`src/rtl/irq_exp_pkg.sv`:
```
package irq_exp_pkg;
  localparam int unsigned ADDR_W = 2;
  typedef enum logic [ADDR_W-1:0] {
    REG_STATUS   = 2'd0,
    REG_MASK_SET = 2'd1,
    REG_MASK_CLR = 2'd2,
    REG_SPARE    = 2'd3
  } reg_addr_e;
endpackage

```
`src/rtl/irq_sync.sv`:
```
module irq_sync #(
  parameter int unsigned WIDTH  = 16,
  parameter int unsigned STAGES = 2
) (
  input  logic             clk_i,
  input  logic             rst_ni,
  input  logic [WIDTH-1:0] async_i,
  output logic [WIDTH-1:0] sync_o
);
  logic [WIDTH-1:0] stage_q [STAGES];

  always_ff @(posedge clk_i or negedge rst_ni) begin
    if (!rst_ni) begin
      for (int k = 0; k < STAGES; k++) stage_q[k] <= '0;
    end else begin
      stage_q[0] <= async_i;
      for (int k = 1; k < STAGES; k++) stage_q[k] <= stage_q[k-1];
    end
  end

  assign sync_o = stage_q[STAGES-1];
endmodule

```
`src/rtl/irq_status.sv`:
```
module irq_status #(
  parameter int unsigned WIDTH = 16
) (
  input  logic             clk_i,
  input  logic             rst_ni,
  input  logic [WIDTH-1:0] sync_i,
  input  logic             clr_en_i,
  input  logic [WIDTH-1:0] clr_data_i,
  output logic [WIDTH-1:0] status_o
);
  logic [WIDTH-1:0] prev_q, status_q, rise, clr_bits;

  assign rise     = sync_i & ~prev_q;
  assign clr_bits = clr_en_i ? clr_data_i : '0;

  always_ff @(posedge clk_i or negedge rst_ni) begin
    if (!rst_ni) begin
      prev_q   <= '0;
      status_q <= '0;
    end else begin
      prev_q   <= sync_i;
      // set has priority over clear in the same cycle
      status_q <= (status_q & ~clr_bits) | rise;
    end
  end

  assign status_o = status_q;

  p_edge_sets_r6: assert property (@(posedge clk_i) disable iff (!rst_ni)
    (rise != '0) |=> ((status_q & $past(rise)) == $past(rise)));
  p_w1c_r5: assert property (@(posedge clk_i) disable iff (!rst_ni)
    clr_en_i |=> ((status_q & $past(clr_data_i & ~rise)) == '0));
  p_quiet_r6: assert property (@(posedge clk_i) disable iff (!rst_ni)
    (!clr_en_i && rise == '0) |=> $stable(status_q));
endmodule

```
`src/rtl/irq_mask.sv`:
```
module irq_mask #(
  parameter int unsigned WIDTH = 16
) (
  input  logic             clk_i,
  input  logic             rst_ni,
  input  logic             set_en_i,
  input  logic             clr_en_i,
  input  logic [WIDTH-1:0] wdata_i,
  output logic [WIDTH-1:0] mask_o
);
  logic [WIDTH-1:0] mask_q;

  always_ff @(posedge clk_i or negedge rst_ni) begin
    if (!rst_ni)       mask_q <= '0;
    else if (set_en_i) mask_q <= mask_q | wdata_i;
    else if (clr_en_i) mask_q <= mask_q & ~wdata_i;
  end

  assign mask_o = mask_q;

  p_set_r2: assert property (@(posedge clk_i) disable iff (!rst_ni)
    set_en_i |=> ((mask_q & $past(wdata_i)) == $past(wdata_i)));
  p_clr_r3: assert property (@(posedge clk_i) disable iff (!rst_ni)
    clr_en_i |=> ((mask_q & $past(wdata_i)) == '0));
  p_keep_r2: assert property (@(posedge clk_i) disable iff (!rst_ni)
    (set_en_i || clr_en_i) |=> ((mask_q & ~$past(wdata_i)) == ($past(mask_q) & ~$past(wdata_i))));
  p_idle_r3: assert property (@(posedge clk_i) disable iff (!rst_ni)
    !(set_en_i || clr_en_i) |=> $stable(mask_q));
endmodule

```
`src/rtl/irq_reg_dec.sv`:
```
module irq_reg_dec
  import irq_exp_pkg::*;
#(
  parameter int unsigned WIDTH = 16
) (
  input  logic              clk_i,
  input  logic              rst_ni,
  input  logic              we_i,
  input  logic [ADDR_W-1:0] addr_i,
  input  logic [WIDTH-1:0]  status_i,
  input  logic [WIDTH-1:0]  mask_i,
  output logic              we_status_o,
  output logic              we_set_o,
  output logic              we_clr_o,
  output logic [WIDTH-1:0]  rdata_o
);
  reg_addr_e sel;
  assign sel = reg_addr_e'(addr_i);

  assign we_status_o = we_i && (sel == REG_STATUS);
  assign we_set_o    = we_i && (sel == REG_MASK_SET);
  assign we_clr_o    = we_i && (sel == REG_MASK_CLR);

  always_comb begin
    unique case (sel)
      REG_STATUS:   rdata_o = status_i;
      REG_MASK_SET,
      REG_MASK_CLR: rdata_o = mask_i;
      default:      rdata_o = '0;
    endcase
  end

  p_one_strobe_r4: assert property (@(posedge clk_i) disable iff (!rst_ni)
    $onehot0({we_status_o, we_set_o, we_clr_o}));
endmodule

```
`src/rtl/irq_expander.sv`:
```
module irq_expander
  import irq_exp_pkg::*;
#(
  parameter int unsigned NUM_SRC     = 16,
  parameter int unsigned SYNC_STAGES = 2
) (
  input  logic               clk_i,
  input  logic               rst_ni,
  input  logic [NUM_SRC-1:0] src_i,
  input  logic               we_i,
  input  logic [ADDR_W-1:0]  addr_i,
  input  logic [NUM_SRC-1:0] wdata_i,
  output logic [NUM_SRC-1:0] rdata_o,
  output logic               irq_o
);
  logic [NUM_SRC-1:0] src_sync, status, mask;
  logic               we_status, we_set, we_clr;

  irq_sync #(.WIDTH(NUM_SRC), .STAGES(SYNC_STAGES)) u_sync (
    .clk_i(clk_i), .rst_ni(rst_ni), .async_i(src_i), .sync_o(src_sync));

  irq_reg_dec #(.WIDTH(NUM_SRC)) u_dec (
    .clk_i(clk_i), .rst_ni(rst_ni), .we_i(we_i), .addr_i(addr_i),
    .status_i(status), .mask_i(mask), .we_status_o(we_status),
    .we_set_o(we_set), .we_clr_o(we_clr), .rdata_o(rdata_o));

  irq_status #(.WIDTH(NUM_SRC)) u_status (
    .clk_i(clk_i), .rst_ni(rst_ni), .sync_i(src_sync),
    .clr_en_i(we_status), .clr_data_i(wdata_i), .status_o(status));

  irq_mask #(.WIDTH(NUM_SRC)) u_mask (
    .clk_i(clk_i), .rst_ni(rst_ni), .set_en_i(we_set), .clr_en_i(we_clr),
    .wdata_i(wdata_i), .mask_o(mask));

  assign irq_o = |(status & mask);

  p_irq_off_r8: assert property (@(posedge clk_i) disable iff (!rst_ni)
    (status == '0 || mask == '0) |-> !irq_o);
endmodule

```
`config.mk`:
```
export PLATFORM = sky130hd
export DESIGN_NAME = irq_expander
export DESIGN_NICKNAME = d
export VERILOG_FILES = /design/src/rtl/irq_exp_pkg.sv /design/src/rtl/irq_sync.sv /design/src/rtl/irq_status.sv /design/src/rtl/irq_mask.sv /design/src/rtl/irq_reg_dec.sv /design/src/rtl/irq_expander.sv
export SDC_FILE = /design/constraint.sdc
export NUM_CORES = 1
export LEC_CHECK = 0
export ABC_AREA = 1
export CORE_MARGIN = 10
export CORE_UTILIZATION = 53
export DETAILED_ROUTE_END_ITERATION = 12
export PLACE_DENSITY = 0.89
export RECOVER_POWER = 25
export SYNTH_ARGS = -nofsm -noshare
export SYNTH_HDL_FRONTEND = slang
export SYNTH_HIERARCHICAL = 1
export SYNTH_SLANG_ARGS = --single-unit
export TNS_END_PERCENT = 5
```
`constraint.sdc`:
```
create_clock -name clk_i -period 2.2 [get_ports clk_i]
set_clock_uncertainty 0.05 [all_clocks]
set_input_delay 0.66 -clock clk_i [delete_from_list [all_inputs] [get_ports clk_i]]
set_output_delay 0.66 -clock clk_i [all_outputs]
set_load 0.01 [all_outputs]
```
Word-level counts from Yosys, hierarchy flattened
Index checks and enable logic that the tools add are counted.
{"block": "word_totals", "inputBits": 37, "register_bits": 80}
{"block": "classes", "n_eq_ne": 2, "mux": 4, "n_bitwise": 9, "reduce_logical": 7}
{"cell": "$and A16 B16 Y16", "n": 4}
{"cell": "$mux W16", "n": 3}
{"cell": "$not A16 Y16", "n": 3}
{"cell": "$or A16 B16 Y16", "n": 2}
{"cell": "$pmux W16 S2", "n": 1}
{"cell": "$reduce_or A16 Y1", "n": 1}
{"cell": "$logic_and A1 B1 Y1", "n": 3}
{"cell": "$eq A2 B1 Y1 const B", "n": 1}
{"cell": "$eq A2 B2 Y1 const B", "n": 1}
{"cell": "$logic_not A2 Y1", "n": 1}
{"cell": "$reduce_bool A2 Y1", "n": 1}
{"cell": "$reduce_or A2 Y1", "n": 1}

Depth between registers and ports, before layout
{"block": "logic_depth", "word_depth": 6, "depth_mapped": 11, "mapped_depth_nobuf": 7}

Modules after synthesis
Netlist, hierarchy kept.
{"mod": "irq_status", "area_each_um2": 1149.9, "seq_area_each_um2": 800.8, "n_inst": 1, "cells_per_inst": 114}
{"mod": "irq_sync", "area_each_um2": 920.9, "seq_area_each_um2": 800.8, "n_inst": 1, "cells_per_inst": 48}
{"mod": "irq_mask", "area_each_um2": 685.7, "seq_area_each_um2": 400.4, "n_inst": 1, "cells_per_inst": 84}
{"mod": "irq_reg_dec", "area_each_um2": 385.4, "seq_area_each_um2": 0.0, "n_inst": 1, "cells_per_inst": 66}
{"mod": "irq_expander", "area_each_um2": 133.9, "seq_area_each_um2": 0.0, "n_inst": 1, "cells_per_inst": 35}

Worst setup path after synthesis
Ideal clock, no wire load.
{"block": "synth_path", "kind": "input-to-output", "start": "input addr_i[0]", "end": "output rdata_o[4]", "required_time_ps": 1490, "path_slack_ps": 36, "cell_stages": 6, "path_buffers": 2, "arrival_ps": 1454, "path_cell_list": "inv_1 -> ha_1 -> buf_4 -> buf_6 -> nand2_1 -> a21oi_1"}
{"block": "synth_between", "elab_chain_cells": 3}
{"item": "start, declared", "line": "irq_expander.sv:11", "rtl": "input logic [ADDR_W-1:0] addr_i,"}
{"item": "$eq A2 B2 Y1 or $eq A2 B1 Y1 (tied branches)", "line": "irq_reg_dec.sv:25", "rtl": "unique case (sel)"}
{"item": "$reduce_or A2 Y1", "line": "irq_reg_dec.sv:25"}
{"item": "$pmux W16 S2 (*)", "line": "irq_reg_dec.sv:25"}
{"item": "end, declared", "line": "irq_expander.sv:13", "rtl": "output logic [NUM_SRC-1:0] rdata_o,"}
Mark *: on every way between the ends. The rest lies on a longest branch, timed or not.

Final worst setup path
{"block": "layout_path", "start": "input addr_i[1]", "end": "output rdata_o[4]"}
Same word-level chain as after synthesis.

==> results.yml <==
outcome:
  status: "complete, but fails checks"
  failed_checks: "setup timing"
floorplan:
  initial_core_util_pct: 55.0
  rows: 28
  coreArea_mm2: 0.00596
  chipHeight_um: 98.6
  ioPinCount: 54
  die_x_um: 98.6
  die-area_mm2: 0.00972
route:
  dr.pass1.iters: 4
  wl_per_cell_um: 13.4
  via_count: 2263
  antenna_left: 0
  routed_wl_um: 6420
  drt_iter0_markers: 147
  route.detailed.drc: 0
  routed_via_density: 4.72
placement:
  io_buffers: 53
  hpwl_um: 4600
  dp.cells: 457
  place_congestion: 0.879
critical_path:
  worst-path-buf-inv: 4
  path_delay_family: "buffers and inverters"
  worstSetupStartpointType: "primary input"
  critPathMaxStageDelay_ns: 0.27
  cp.required_ns: 1.49
  cp_common_cell: "buf_8"
  crit_fanout: 8
  cp_slowest_cell: "ha_4"
  critPathArrivalTime_ns: 1.51
  end_kind: "output pin"
  critical_path_class: "in -> out"
  worstPathCellList: "buf_8, inv_6, ha_4, buf_8, nand2_1, a21oi_2, buf_2"
worst_hold_path:
  hold_path_class: "reg -> reg"
clock_network:
  path_clk_slew_ns: 0.07
  clock_path_buffers: 2
  clk_latency_ns: 0.34
  cts_tree: "yes"
  cts-root-buf: "clkbuf_8"
  cts_made_buffers: 9
  clkSinkCount: 80
  ctsHoldBuffers: 0
  htreeDepth: 3
timing:
  setup-violations-final: 8
  min_period_ns: 2.22
  rsz0062_at_grt: "true"
  fmax_mhz: 449
  finalHoldViolations: 0
  fin_tns_setup_ns: -0.0792
  slew_headroom_pct: 38.9
  min_period_over_period_pct: 101
  fin_ws_ns: -0.0247
  worst_pin_slew_ns: 0.916
  slew_viol_final: 0
global_route:
  grt_max_degree: 45
  grt_usage_pct: 13.7
  grt_pass1_wl_um: 10900
  antenna_found_initial: 0
  grt_pass1_vias: 2322
  grt.overflow.total: 0
final_layout:
  num_antenna_cells: 0
  fin_cells: 479
  layout-drive-gt1-share_pct: 19.6
  finalNetCount: 440
  fillCellCount: 461
  syn2layout_area_growth_pct: 21.3
logic_synthesis:
  syn_area_mm2: 0.00328
  ys.flop_type: "dfrtp_1"
  synthMuxAreaShare_pct: 0
  synth_area_per_cell_um2: 9.44
  async_reset_ff_share_pct: 100
  synth_compound_area_share_pct: 3.48
  synth_top_family_by_area: "simple AND/OR/NAND/NOR gates"
  synth_edf_count: 0
  synth-seq-area-share_pct: 61.1
  syn_inst: 347
  postSynthNetCount: 388
  synth_top_area_share_pct: 61.1
  synth.distinct_cells: 14
  netlist_top_cells_area: "dfrtp_1, nand2_1, buf_4"
  yosysMostFrequentCell: "nand2_1"
  synth_xor_area_share_pct: 0
  ys_warn_count: 6
  synth_common_cells: "nand2_1, dfrtp_1, inv_1"
  synth_simple_gate_area_share_pct: 22.8
  ys_ff_latch: 80
  synth_fa_ha_area_share_pct: 1.53
  synth_top_area_cell: "dfrtp_1"
pwr:
  powerDensity_mw_per_mm2: 817
  peakVddDrop_uv: 540
  power.leakage_nw: 2.02
run:
  maxCapViolCount: 0
[routing by layer]
metal	up-vias	GRT usage, %	part of all wire [%]
met4	0	7.61	2.4
met1	1052	15.9	41
li1	1124	-	-
met3	17	3.56	5.5
met5	-	0	0
met2	70	22.7	51
[path summary, 6_finish.rpt]
check | startpoint | to | slack, ns | depth (start not counted)
min | u_sync/stage_q[18]$_DFF_PN0_ | u_sync/sync_o[2]$_DFF_PN0_ | 0.30 | 0
max in group asynchronous | rst_ni | u_status/prev_q[6]$_DFF_PN0_ | 0.98 | 2
min reg2reg | u_sync/stage_q[18]$_DFF_PN0_ | u_sync/sync_o[2]$_DFF_PN0_ | 0.30 | 0
max reg2reg | flop | flop | 1.41 | 3
min in group asynchronous | rst_ni | u_sync/stage_q[31]$_DFF_PN0_ | 0.39 | 1
max | addr_i[1] | rdata_o[4] | -0.02 | 7
[stage by stage]
stage / instance area (µm²) / power [mW] / hold WS [ns] / utilization, % / setup WS, ns
floorplan: 3280 / 1.97 / 0.281 / - / 0.0362
detailed placement: 3730 / 2.21 / 0.285 / 62.7 / -0.966
global route: 3970 / 3.41 / 0.309 / 66.7 / -0.0741
global placement: 3730 / 2.18 / 0.281 / 62.7 / -0.906
CTS: 3890 / 3.24 / 0.228 / 65.3 / -0.153
finish: 3970 / 3.25 / 0.298 / 66.7 / -0.0247
[report_power, final]
part           total (mW)  switching (mW)  internal, mW
Clock                1.06           0.480         0.584
Sequential           1.68          0.0832          1.60
Combinational       0.502           0.271         0.231
[cell families (layout without fill, tap and decap cells)]
family | count (synthesis) | count (layout)
flip-flops | 80 | 80
buffers and inverters | 55 | 112
AO/OA/AOI/OAI | 16 | 16
AND/OR/NAND/NOR | 192 | 192
adder cells (fa/ha/maj) | 4 | 4
[placed cells by master, fill, tap and decap left out]
| master | count |
|---|---|
| nand2_1 | 176 |
| dfrtp_1 | 80 |
| clkdlybuf4s50_1 | 33 |
| inv_1 | 25 |
| buf_2 | 16 |
| nand2_2 | 12 |
| a21oi_2 | 12 |
| clkbuf_8 | 11 |
| buf_4 | 9 |
| a21oi_1 | 4 |
| buf_6 | 4 |
| buf_8 | 3 |
| nor2_1 | 2 |
| clkinv_2 | 2 |
| clkbuf_1 | 2 |
| clkbuf_2 | 2 |
| buf_12 | 2 |
| ha_1 | 2 |
| nand4_1 | 1 |
| bufinv_16 | 1 |
| inv_4 | 1 |
| nand2_4 | 1 |
| inv_6 | 1 |
| ha_4 | 1 |
| ha_2 | 1 |
[cell type report]
type	count	area, µm²	share of cell area [%]
clock inverter	3	40.0	1.01
timing repair buffer	69	618	15.6
clock buffer	13	159	4.00
inverter	27	109	2.74
sequential	80	2000	50.4
tap	75	93.8	2.36
multi-input combinational	212	951	23.9
[worst register-to-register path, stage by stage, from the launching register on]
cell and delay, ns:
dfrtp_1 0.39, buf_4 0.15, nand2_1 0.06, nand2_1 0.05
[timing repair]
item	in CTS	in global routing
setup buffers	0	6
setup endpoints to repair	17	17
pin swaps	2	3
gates resized for setup	80	20
hold endpoints to repair	0	0
No activity file was read; power rests on OpenSTA's default activity.
